File: src/rtl/irq_wake_pkg.sv
package irq_wake_pkg;
  // Source index map; the order is the priority order.
  localparam int unsigned SRC_MCHK  = 0;
  localparam int unsigned SRC_HDEC  = 1;
  localparam int unsigned SRC_HVIRT = 2;
  localparam int unsigned SRC_EXT   = 3;
  localparam int unsigned SRC_DEC   = 4;
  localparam int unsigned SRC_LOW   = 5;

  typedef struct packed {
    logic ee;
    logic hv;
    logic pr;
    logic resume_rst;
    logic halted;
    logic exit_ctl;
  } core_state_t;

  typedef struct packed {
    logic has_hv;
    logic hdec_en;
    logic hvirt_en;
    logic ext_guest;
    logic hext_block;
  } part_ctl_t;
endpackage

File: src/rtl/irq_gate.sv
module irq_gate
  import irq_wake_pkg::*;
#(
  parameter int N = 8
) (
  input  logic [N-1:0] pend,
  input  logic [N-1:0] wake_en,
  input  core_state_t  cs,
  input  part_ctl_t    pc,
  output logic [N-1:0] cand,
  output logic         ee_eff,
  output logic         wake_mode,
  output logic         deliver
);
  logic [N-1:0] elig;
  logic         hv_open;
  logic         ext_blocked;

  function automatic logic eff_enable(input core_state_t s);
    return s.ee | s.resume_rst | (s.halted & ~s.exit_ctl);
  endfunction

  assign ee_eff      = eff_enable(cs);
  assign wake_mode   = cs.halted & cs.exit_ctl;
  assign hv_open     = ee_eff | ~cs.hv;
  assign ext_blocked = pc.hext_block & cs.hv & ~cs.pr;

  assign elig[SRC_MCHK]  = pend[SRC_MCHK];
  assign elig[SRC_HDEC]  = pend[SRC_HDEC]  & pc.hdec_en  & hv_open;
  assign elig[SRC_HVIRT] = pend[SRC_HVIRT] & pc.hvirt_en & hv_open;
  assign elig[SRC_EXT]   = pend[SRC_EXT] &
                           ((ee_eff & ~ext_blocked) |
                            (pc.has_hv & ~cs.hv & ~pc.ext_guest));
  assign elig[SRC_DEC]   = pend[SRC_DEC] & ee_eff;

  genvar k;
  generate
    for (k = SRC_LOW; k < N; k++) begin : g_low
      assign elig[k] = pend[k] & ee_eff;
    end
  endgenerate

  assign cand    = wake_mode ? (pend & wake_en) : elig;
  assign deliver = ~(cs.halted & ~cs.exit_ctl & ~cs.ee);
endmodule

File: src/rtl/irq_prio_pick.sv
module irq_prio_pick #(
  parameter int N  = 8,
  parameter int CW = $clog2(N + 1)
) (
  input  logic [N-1:0]  req,
  output logic [N-1:0]  onehot,
  output logic [CW-1:0] code
);
  function automatic logic [CW-1:0] first_code(input logic [N-1:0] r);
    logic [CW-1:0] c;
    c = '0;
    for (int i = N - 1; i >= 0; i--) begin
      if (r[i]) c = CW'(i + 1);
    end
    return c;
  endfunction

  assign onehot = req & (~req + N'(1));
  assign code   = first_code(req);
endmodule

File: src/rtl/irq_hold_reg.sv
module irq_hold_reg #(
  parameter int N  = 8,
  parameter int CW = $clog2(N + 1)
) (
  input  logic          clk,
  input  logic          rst_n,
  input  logic          load,
  input  logic [N-1:0]  onehot_in,
  input  logic [CW-1:0] code_in,
  input  logic          deliver_in,
  output logic          valid_q,
  output logic [N-1:0]  onehot_q,
  output logic [CW-1:0] code_q,
  output logic          deliver_q
);
  always_ff @(posedge clk) begin
    if (!rst_n) begin
      valid_q   <= 1'b0;
      onehot_q  <= '0;
      code_q    <= '0;
      deliver_q <= 1'b0;
    end else if (load) begin
      valid_q   <= |onehot_in;
      onehot_q  <= onehot_in;
      code_q    <= code_in;
      deliver_q <= deliver_in & (|onehot_in);
    end
  end
endmodule

File: src/rtl/irq_wake_arbiter.sv
module irq_wake_arbiter
  import irq_wake_pkg::*;
#(
  parameter int N = 8
) (
  input  logic                     clk,
  input  logic                     rst_n,
  input  logic [N-1:0]             pend,
  input  logic [N-1:0]             wake_en,
  input  logic                     ee,
  input  logic                     hv,
  input  logic                     pr,
  input  logic                     resume_rst,
  input  logic                     halted,
  input  logic                     exit_ctl,
  input  logic                     has_hv,
  input  logic                     hdec_en,
  input  logic                     hvirt_en,
  input  logic                     ext_guest,
  input  logic                     hext_block,
  input  logic                     req_ready,
  output logic                     req_valid,
  output logic [N-1:0]             sel_onehot,
  output logic [$clog2(N+1)-1:0]   sel_code,
  output logic                     sel_deliver
);
  localparam int CW = $clog2(N + 1);

  core_state_t   cs;
  part_ctl_t     pc;
  logic [N-1:0]  cand_w;
  logic [N-1:0]  pick_onehot_w;
  logic [CW-1:0] pick_code_w;
  logic          ee_eff_w;
  logic          wake_mode_w;
  logic          deliver_w;
  logic          load_w;

  assign cs = '{ee: ee, hv: hv, pr: pr, resume_rst: resume_rst,
                halted: halted, exit_ctl: exit_ctl};
  assign pc = '{has_hv: has_hv, hdec_en: hdec_en, hvirt_en: hvirt_en,
                ext_guest: ext_guest, hext_block: hext_block};

  irq_gate #(.N(N)) u_gate (
    .pend      (pend),
    .wake_en   (wake_en),
    .cs        (cs),
    .pc        (pc),
    .cand      (cand_w),
    .ee_eff    (ee_eff_w),
    .wake_mode (wake_mode_w),
    .deliver   (deliver_w)
  );

  irq_prio_pick #(.N(N), .CW(CW)) u_pick (
    .req    (cand_w),
    .onehot (pick_onehot_w),
    .code   (pick_code_w)
  );

  assign load_w = ~req_valid | req_ready;

  irq_hold_reg #(.N(N), .CW(CW)) u_hold (
    .clk        (clk),
    .rst_n      (rst_n),
    .load       (load_w),
    .onehot_in  (pick_onehot_w),
    .code_in    (pick_code_w),
    .deliver_in (deliver_w),
    .valid_q    (req_valid),
    .onehot_q   (sel_onehot),
    .code_q     (sel_code),
    .deliver_q  (sel_deliver)
  );
endmodule

File: config.mk
export PLATFORM = sky130hd
export DESIGN_NAME = irq_wake_arbiter
export DESIGN_NICKNAME = d
export VERILOG_FILES = /design/src/rtl/irq_wake_pkg.sv /design/src/rtl/irq_gate.sv /design/src/rtl/irq_prio_pick.sv /design/src/rtl/irq_hold_reg.sv /design/src/rtl/irq_wake_arbiter.sv
export SDC_FILE = /design/constraint.sdc
export NUM_CORES = 1
export LEC_CHECK = 0
export BUFFER_PORTS_ARGS = -buffer_cell sky130_fd_sc_hd__clkbuf_2
export CORE_AREA = 3 3 54 56
export DETAILED_ROUTE_END_ITERATION = 8
export DIE_AREA = 0 0 57 59
export PLACE_DENSITY = 0.71
export SLEW_MARGIN = 40
export SYNTH_ARGS = -nofsm -noshare
export SYNTH_HDL_FRONTEND = slang
export SYNTH_HIERARCHICAL = 1
export SYNTH_SLANG_ARGS = --single-unit
File: constraint.sdc
create_clock -name clk -period 2.5 [get_ports clk]
set_input_delay 0.25 -clock clk [delete_from_list [all_inputs] [get_ports clk]]
set_output_delay 0.25 -clock clk [all_outputs]
set_load 0.03 [all_outputs]
==> summary.txt <==
Clock tree
  – Gates resized, CTS repair: 0
  – CTS tree: built
  – Clock network latency to the later pin of the worst-skew pair: 0.27 ns
  – Register clock-pin slew on the reported worst setup and hold paths: 0.08 ns
  – TritonCTS buffer count: 3
  – H-Tree Depth: 1
  – Count of hold buffers inserted by post-cts repair: 0
  – Number of buffers on the longest clock path: 2
  – Sinks on Clock Net: 14
  – Master cell of the clock root buffer: clkbuf_4
  – Setup fix buffers added after clock tree synthesis: 0

Worst hold path
  – Hold wc startpoint: rst_n
  – Min-delay worst type: input port to flip-flop

Timing
  – Final-report hold violation count: 0
  – Measured slew at the worst slew-check pin: 0.798 ns
  – Setup-violating endpoint count in the final report: 0
  – Final Max Slew Viols: 0
  – RSZ-0062 raised after global routing: no
  – Final worst clock skew: 0.000444 ns
  – Max transition margin: 46.8%
  – Setup TNS: 0 ns
  – Clock period minus worst slack: 2.14 ns
  – Fin crit share: 85.5%
  – Worst hold-check slack: 0.356 ns
  – Maximum operating frequency: 468 MHz

Place
  – DPL Wire Length: 1720 um
  – Post-DP Area: 1090 um2
  – Port buffer count: 43
  – Final estimated routing congestion in global placement: 0.922

Cells and area
  – Proportion of layout cells with a drive suffix above 1: 38.6%
  – Commonest non-fill, non-tap cell in the layout: clkbuf_2
  – NumNets Final: 176
  – Area growth from synthesis to layout: 31.9%
  – Antenna diode instance count: 0
  – Filler Cell Count: 276
  – Top library cells by usage in the layout, fill and taps aside: clkbuf_2, nor2b_1, dfxtp_1
  – Post-route cell area: 1130 um2

Synth
  – Yosys warnings: 6
  – Cell count after synthesis: 101
  – Area of the mapped netlist: 856 um2
  – Mapped Nets: 131
  – Synthesized area per cell: 8.47 um2

Drt
  – Detailed-route wire length per cell: 11.9 um
  – DRC: 0
  – 1st-iter DRT viols: 27
  – Final routed wirelength across all metal layers: 2080 um
  – Number of search-and-repair iterations in the first detailed-routing pass: 4
  – Average via count per standard cell: 4.86
  – Post-route antenna net violation count: 0
  – Overall via count from detail_route: 851

Worst setup path
  – Worst Path Max Fanout: 8
  – Reg2Reg Setup Slack: 1.15 ns
  – Classification of the worst setup path: input port to flip-flop
  – Critical path capture point type: flip-flop
  – Startpoint kind of the worst setup timing path: input port
  – Source of the worst register-to-register timing path: u_hold/valid_q
  – WP data required: 2.62 ns
  – Beginning of the critical path: halted
  – CP arrival: 2.26 ns

GRT
  – Remaining Overflow, GRT: 0
  – Wire length of the first global-routing pass: 3400 um
  – Global Route Usage Sum: 12.6%
  – Maximum number of pins on one net before global-route repair: 17
  – Vias in the first global route: 835
  – Antenna violations before repair: 0

Power
  – Sw Share: 29.7%
  – Sequential group share of total power: 43.3%
  – Part of the power in the clock network: 27.8%
  – Maximum ir drop on the vdd rail: 0.352 mV
  – Switching power of the nets: 0.167 mW
  – Internal power of the cells: 0.395 mW
  – Ratio of total power to cell area: 498 nW/um2
  – P_leak: 0.591 nW
  – Part of the power in combinational logic: 28.9%

Floorplanning
  – Number of rows in the core area: 18
  – Die area: 3360 um2
  – Chip Height: 59 um
  – Width of the chip: 57 um
  – Starting Density: 34.5%
  – Count of boundary I/O pins: 44
  – Core area: 2480 um2

Run
  – Max-capacitance violation count: 0

Outcome
  – Result of the run: finished clean
## routing by layer
metal	up-vias	GRT usage (%)	share of wire (%)
met3	2	2.18	10
met2	37	20.9	45
met5	-	0	0
li1	441	-	-
met1	371	15.7	45
met4	0	6.62	0.39
## area by class of cell
cell class	count	area (um2)	share of cell area, %
Tap cell	30	37.5	3.33
Timing Repair Buffer	44	223	19.7
Sequential cell	14	280	24.8
Multi-Input combinational cell	80	541	47.9
Clock buffer	4	36.3	3.22
Inverter	3	11.3	0.998
## power by group through the flow
| stage | Sequential [mW] | Combinational, mW | Clock, mW |
|---|---|---|---|
| floorplan | 0.274 | 0.0859 | 0 |
| global placement | 0.248 | 0.160 | 0 |
| detailed placement | 0.248 | 0.163 | 0 |
| CTS | 0.243 | 0.164 | 0.163 |
| global route | 0.245 | 0.179 | 0.175 |
| finish | 0.243 | 0.162 | 0.156 |
## sequential cells by signal, indices dropped and copies added, names as in the netlist
| register | cells |
|---|---|
| u_hold/onehot_q | 8 |
| u_hold/code_q | 4 |
| u_hold/deliver_q | 1 |
| u_hold/valid_q | 1 |
## worst max-delay path: stages
cell	delay, ns
clkbuf_2	0.13
nand2_1	0.19
o311ai_1	0.14
a21boi_1	0.32
or3_4	0.23
nor3_4	0.04
and3_1	0.21
or4_4	0.52
nor2_1	0.13
a21oi_1	0.09
## worst paths after layout
check                      to  cells after the start
max            u_hold/valid_q                     10
min reg2reg  u_hold/deliver_q                      2
min            u_hold/valid_q                      3
max reg2reg  u_hold/code_q[0]                      3
## through the flow
step,total power [mW],util [%],setup slack (ns),cells
2_1_floorplan,0.360,-,0.421,101
4_1_cts,0.570,45.6,0.381,175
3_5_place_dp,0.411,44.1,0.0888,171
6_report,0.562,45.6,0.363,175
5_1_grt,0.599,45.6,0.223,175
3_3_place_gp,0.408,44.1,0.184,171
No activity file was read; power rests on OpenSTA's default activity.
